File: src/rtl/zbt_pkg.sv
package zbt_pkg;
  // Memory latency in edges between command registration and data transfer.
  localparam int MEM_LAT = 2;

  typedef enum logic [1:0] {
    OP_IDLE  = 2'd0,
    OP_READ  = 2'd1,
    OP_WRITE = 2'd2
  } zbt_op_e;

  // Write takes priority over read when both strobes are set.
  function automatic zbt_op_e decode_op(input logic wr, input logic rd);
    if (wr)      return OP_WRITE;
    else if (rd) return OP_READ;
    else         return OP_IDLE;
  endfunction
endpackage

File: src/rtl/zbt_pipe.sv
module zbt_pipe #(
  parameter int W     = 1,
  parameter int DEPTH = 2
) (
  input  logic         clk,
  input  logic         rst_n,
  input  logic [W-1:0] d,
  output logic [W-1:0] q
);
  logic [W-1:0] stage [DEPTH];

  for (genvar i = 0; i < DEPTH; i++) begin : g_stage
    if (i == 0) begin : g_head
      always_ff @(posedge clk or negedge rst_n) begin
        if (!rst_n) stage[0] <= '0;
        else        stage[0] <= d;
      end
    end else begin : g_tail
      always_ff @(posedge clk or negedge rst_n) begin
        if (!rst_n) stage[i] <= '0;
        else        stage[i] <= stage[i-1];
      end
    end
  end

  assign q = stage[DEPTH-1];
endmodule

File: src/rtl/zbt_cmd_reg.sv
module zbt_cmd_reg
  import zbt_pkg::*;
#(
  parameter int AW = 18
) (
  input  logic          clk,
  input  logic          rst_n,
  input  logic          req_wr,
  input  logic          req_rd,
  input  logic [AW-1:0] req_addr,
  output logic [AW-1:0] cmd_addr,
  output logic          cmd_ce_n,
  output logic          cmd_we_n,
  output logic          take_wr,
  output logic          take_rd
);
  zbt_op_e op;

  assign op      = decode_op(req_wr, req_rd);
  assign take_wr = (op == OP_WRITE);
  assign take_rd = (op == OP_READ);

  always_ff @(posedge clk or negedge rst_n) begin
    if (!rst_n) begin
      cmd_addr <= '0;
      cmd_ce_n <= 1'b1;
      cmd_we_n <= 1'b1;
    end else begin
      cmd_ce_n <= (op == OP_IDLE);
      cmd_we_n <= (op != OP_WRITE);
      if (op != OP_IDLE) cmd_addr <= req_addr;
    end
  end
endmodule

File: src/rtl/zbt_ctrl.sv
module zbt_ctrl
  import zbt_pkg::*;
#(
  parameter int AW = 18,
  parameter int DW = 32
) (
  input  logic            clk,
  input  logic            rst_n,
  input  logic            usr_wr,
  input  logic            usr_rd,
  input  logic [AW-1:0]   usr_addr,
  input  logic [DW-1:0]   usr_wdata,
  output logic [DW-1:0]   usr_rdata,
  output logic            usr_rvalid,
  output logic [AW-1:0]   mem_addr,
  output logic            mem_ce_n,
  output logic            mem_we_n,
  output logic [DW/8-1:0] mem_bw_n,
  output logic            mem_adv_ld,
  output logic [DW-1:0]   mem_dq_out,
  output logic            mem_dq_oe,
  input  logic [DW-1:0]   mem_dq_in
);
  localparam int NBYTE = DW / 8;
  // One command register stage plus the memory's own latency.
  localparam int DUE   = MEM_LAT + 1;

  logic          take_wr, take_rd;
  logic [DW:0]   wr_due;
  logic          rd_due;

  zbt_cmd_reg #(.AW(AW)) u_cmd (
    .clk      (clk),
    .rst_n    (rst_n),
    .req_wr   (usr_wr),
    .req_rd   (usr_rd),
    .req_addr (usr_addr),
    .cmd_addr (mem_addr),
    .cmd_ce_n (mem_ce_n),
    .cmd_we_n (mem_we_n),
    .take_wr  (take_wr),
    .take_rd  (take_rd)
  );

  // Write word and its pending flag travel together.
  zbt_pipe #(.W(DW + 1), .DEPTH(DUE)) u_wr_line (
    .clk   (clk),
    .rst_n (rst_n),
    .d     ({take_wr, take_wr ? usr_wdata : {DW{1'b0}}}),
    .q     (wr_due)
  );

  zbt_pipe #(.W(1), .DEPTH(DUE)) u_rd_line (
    .clk   (clk),
    .rst_n (rst_n),
    .d     (take_rd),
    .q     (rd_due)
  );

  assign mem_dq_oe  = wr_due[DW];
  assign mem_dq_out = wr_due[DW-1:0];
  assign mem_bw_n   = {NBYTE{1'b0}};
  assign mem_adv_ld = 1'b0;

  always_ff @(posedge clk or negedge rst_n) begin
    if (!rst_n) begin
      usr_rvalid <= 1'b0;
      usr_rdata  <= '0;
    end else begin
      usr_rvalid <= rd_due;
      if (rd_due) usr_rdata <= mem_dq_in;
    end
  end
endmodule

File: config.mk
export PLATFORM = sky130hd
export DESIGN_NAME = zbt_ctrl
export DESIGN_NICKNAME = d
export VERILOG_FILES = /design/src/rtl/zbt_pkg.sv /design/src/rtl/zbt_pipe.sv /design/src/rtl/zbt_cmd_reg.sv /design/src/rtl/zbt_ctrl.sv
export SDC_FILE = /design/constraint.sdc
export NUM_CORES = 1
export LEC_CHECK = 0
export BUFFER_PORTS_ARGS = -buffer_cell sky130_fd_sc_hd__buf_2
export CAP_MARGIN = 20
export CORE_ASPECT_RATIO = 0.9
export CORE_MARGIN = 8
export CORE_UTILIZATION = 40
export CTS_BUF_LIST = sky130_fd_sc_hd__clkbuf_4
export DETAILED_ROUTE_END_ITERATION = 10
export GPL_TIMING_DRIVEN = 0
export HOLD_SLACK_MARGIN = 0.08
export PLACE_DENSITY = 0.66
export SYNTH_ARGS = -nofsm -noshare
export SYNTH_HDL_FRONTEND = slang
export SYNTH_SLANG_ARGS = --single-unit
File: constraint.sdc
create_clock -name clk -period 3 [get_ports clk]
set_clock_uncertainty 0.1 [all_clocks]
set_input_delay 0.15 -clock clk [delete_from_list [all_inputs] [get_ports clk]]
set_output_delay 0.15 -clock clk [all_outputs]
set_load 0.02 [all_outputs]
==> out/qor.txt, run 1 <==
CTS H-Tree Depth: 4
Post-CTS Resized: 0
Distinct cell type count after synthesis: 15
Post-synthesis adder-cell area fraction: 0
Sequential fraction of the synthesis area: 0.7655
Die Width: 134.7 um
Main synth FF type: dfrtp_1
Cell count after synthesis: 288
Ranking of synthesized cells by area: dfrtp_1 76%, mux2_2 9.1%, buf_4 5.9%
Synth Area in Simple Gates: 0.04590
Gp weighted congestion: 0.6870
Synth Area in XOR/XNOR: 0
Synth Area in Compound Gates: 0
Syn Std Cell Area: 5070 sq um
Root buf cell: clkbuf_4
PortBufs: 170
Multiplexer share of the synthesized area: 0.1177
Rows: 39
I/O Pins: 177
Die Y: 122.8 um
Max Root-Sink Buffers: 2
Syn_area_per_cell: 17.60 sq um
Hold Buf Count CTS: 133
Half-perimeter wire length after placement: 6899 um
EDFF count, synth: 0
Postcts setup bufs: 0
Ys async rst share: 1.000
Stopped at: clock tree synthesis
CTS Buf Count: 17
Status: aborted with a tool error
Largest area contributor in the netlist: dfrtp_1
Placed cell count: 627
Commonest cells post-synth: 153 x dfrtp_1, 41 x mux2_2, 40 x buf_4, 29 x and2_1, 9 x mux2_4
CTS Sinks: 155
Main combinational cell family by area after synthesis: multiplexers
Count of state elements after synthesis: 155
Share of the synthesized area in the top cell type: 0.7552
Leading cell type by number of instances after synthesis: dfrtp_1
Initial Util: 0.4043
Err: [ERROR RSZ-0060] Max buffer count reached.
Synth warn: 0
[cells by family after synthesis]
family,Yosys count
flip-flops,155
multiplexers,50
buffers and inverters,48
AND/OR/NAND/NOR,34
other,1
[per-stage QoR]
step / setup WS (ns) / TNS, ns / area, sq um / utilization
2_1_floorplan: 1.825 / 0 / 5085 / -
3_3_place_gp: -0.3999 / -59.73 / 6141 / 0.4897
3_5_place_dp: 1.711 / 0 / 6175 / 0.4924
==> run 2, diff against run 1 <==
--- a/config.mk
+++ b/config.mk
@@ -7,14 +7,11 @@
 export LEC_CHECK = 0
 export BUFFER_PORTS_ARGS = -buffer_cell sky130_fd_sc_hd__buf_2
 export CAP_MARGIN = 20
-export CORE_ASPECT_RATIO = 0.9
 export CORE_MARGIN = 8
-export CORE_UTILIZATION = 40
-export CTS_BUF_LIST = sky130_fd_sc_hd__clkbuf_4
+export CORE_UTILIZATION = 25
 export DETAILED_ROUTE_END_ITERATION = 10
 export GPL_TIMING_DRIVEN = 0
-export HOLD_SLACK_MARGIN = 0.08
-export PLACE_DENSITY = 0.66
+export PLACE_DENSITY_LB_ADDON = 0.15
 export SYNTH_ARGS = -nofsm -noshare
 export SYNTH_HDL_FRONTEND = slang
 export SYNTH_SLANG_ARGS = --single-unit
==> run 2 against run 1 <==
Against the previous run:
- the run now ends clean
- area after synthesis is the same
- synthesized cell count is the same
==> out/qor.txt, run 2 <==
Critical path's slowest cell: dlygate4sd3_1
Max-slew violations: 0
Setup violations, final: 0
Setup TNS: 0 ns
Initial Util: 0.2530
WL/cell: 13.05 um
Max-Cap Viols: 0
Clk pin slew, worst setup/hold paths: 0.06 ns
Critical path endpoint category: flop
Pin count of the biggest net entering global routing: 91
Commonest cells post-synth: 153 x dfrtp_1, 41 x mux2_2, 40 x buf_4, 29 x and2_1, 9 x mux2_4
Layout Utilization: 0.3874
Area post-placement: 6307 sq um
Cell count after synthesis: 288
Design area: 7762 sq um
First-pass GRT wire length: 18090 um
Hold Worst Slack: 0.2434 ns
Most frequent cells in the layout: 169 x buf_2, 153 x dfrtp_1, 88 x dlygate4sd3_1
Worst path most repeated cell: dlygate4sd3_1
I/O Pins: 177
RSZ-0062 raised after global routing: false
Worst skew pair latency: 0.41 ns
Peak supply drop: 0.0003463 V
Syn Std Cell Area: 5070 sq um
Nets: 656
Sequential fraction of the synthesis area: 0.7655
Syn_area_per_cell: 17.60 sq um
Fill cell count: 1931
DRT antenna net count: 0
Ys async rst share: 1.000
Post-CTS Resized: 0
CP bufs+invs: 3
Die Width: 158.4 um
Arr. time, crit path: 1.60 ns
CTS H-Tree Depth: 4
PortBufs: 170
Drt pass-1 iters: 4
Max reg flops: 66
Fmax: 709.2 MHz
Hold Crit Class: flop to flop
DR iter-0 viols: 173
Total power divided by cell area: 644.1 nW/um^2
Crit Path Class: input port to flop
Status: finished clean
Startpoint type of the worst setup path: input port
Share of the synthesized area in the top cell type: 0.7552
Final period utilization: 0.4700
Leak: 3.870 nW
Biggest register: u_wr_line.stage
Main synth FF type: dfrtp_1
DR vias: 3118
Count of state elements after synthesis: 155
CTS tree: built
Initial antenna violation count: 0
CP delay by family, top: buffers and inverters
GRT Residual Overflow: 0
Hold Vio Cnt, Final: 0
Core Region: 20040 sq um
DIE AREA: 25090 sq um
CTS Sinks: 155
Postcts setup bufs: 0
Hold Buf Count CTS: 88
Data required, critical path: 3.19 ns
Routed wire length: 11130 um
Worst path cell trace: dlygate4sd3_1 > buf_6 > and2_2 > dlygate4sd3_1
CTS Buf Count: 17
Distinct cell type count after synthesis: 15
Diode count: 0
Half-perimeter wire length after placement: 7349 um
# DRC: 0
Max-slew headroom: 0.4484
EDFF count, synth: 0
CP Max Fanout: 9
Crit path time final: 1.410 ns
Critical path's largest stage delay: 0.56 ns
Area Growth Syn to Fin: 53.11%
Worst Tran Pin Value: 0.8274 ns
Max Root-Sink Buffers: 2
Number of global-route vias before repair: 3578
Commonest non-fill, non-tap cell in the layout: buf_2
Root buf cell: clkbuf_16
Share of cells above drive strength 1: 0.5197
Leading cell type by number of instances after synthesis: dfrtp_1
Vias per cell: 3.655
Power consumption: 5.000 mW
Largest area contributor in the netlist: dfrtp_1
Rows: 52
Gp weighted congestion: 0.7202
Die Y: 158.4 um
Synth warn: 0
Ranking of synthesized cells by area: dfrtp_1 76%, mux2_2 9.1%, buf_4 5.9%
Global Route Usage Sum: 0.09385
==> run 2: cell counts after synthesis <==
No cell type changed its count.
==> run 2: metal layers <==
| layer | part of all wire | track usage | wire, um | up-vias |
|---|---|---|---|---|
| met3 | 0.095 | 0.03936 | 1058 | 10 |
| met2 | 0.46 | 0.1473 | 5128 | 126 |
| li1 | - | - | - | 1457 |
| met5 | 0 | 0 | 0 | - |
| met4 | 0.013 | 0.04445 | 144 | 0 |
| met1 | 0.43 | 0.1096 | 4799 | 1525 |
==> run 2: area by class of cell <==
| class | count | area [sq um] | share of cell area |
|---|---|---|---|
| inverter | 1 | 3.754 | 0.0004836 |
| clock buffer | 18 | 439.2 | 0.05658 |
| sequential | 155 | 3881 | 0.5000 |
| timing repair buffer | 259 | 1765 | 0.2274 |
| tap | 270 | 337.8 | 0.04352 |
| clock inverter | 14 | 135.1 | 0.01741 |
| buffer | 47 | 351.6 | 0.04529 |
| multi-input combinational | 89 | 848.3 | 0.1093 |
==> run 2: where the power goes <==
part           switching (mW)  internal, mW  leakage (nW)  total, mW
sequential             0.0571          2.25          1.93       2.30
combinational           0.323         0.318          1.66      0.641
clock                   0.875          1.18         0.276       2.05
total                    1.26          3.74          3.87       5.00
==> run 2: worst paths after layout <==
path / cells after the start / from / slack, ns / endpoint
max in group asynchronous: 3 / rst_n / 1.67 / u_cmd.cmd_ce_n
hold reg to reg: 0 / u_wr_line.stage[42] / 0.24 / u_wr_line.q[9]
hold / removal: 0 / u_wr_line.stage[42] / 0.24 / u_wr_line.q[9]
min in group asynchronous: 2 / rst_n / 0.29 / usr_rdata[22]
setup / recovery: 4 / usr_wr / 1.59 / u_wr_line.stage[67]
setup reg to reg: 3 / u_rd_line.q / 1.69 / usr_rdata[11]
==> run 2: through the flow <==
stage	cells	worst slack (ns)
global placement	732	-0.6287
CTS	853	1.599
finish	853	1.590
global route	853	1.480
detailed placement	733	1.675
floorplan	292	1.825
==> run 2: kinds of logic after synthesis <==
logic type / count (synthesis) / synth area share
other: 1 / 0.0007397
multiplexers: 50 / 0.1177
buffers and inverters: 48 / 0.07009
AND/OR/NAND/NOR: 34 / 0.04590
flip-flops: 155 / 0.7655
(Power assumes the default switching activity.)
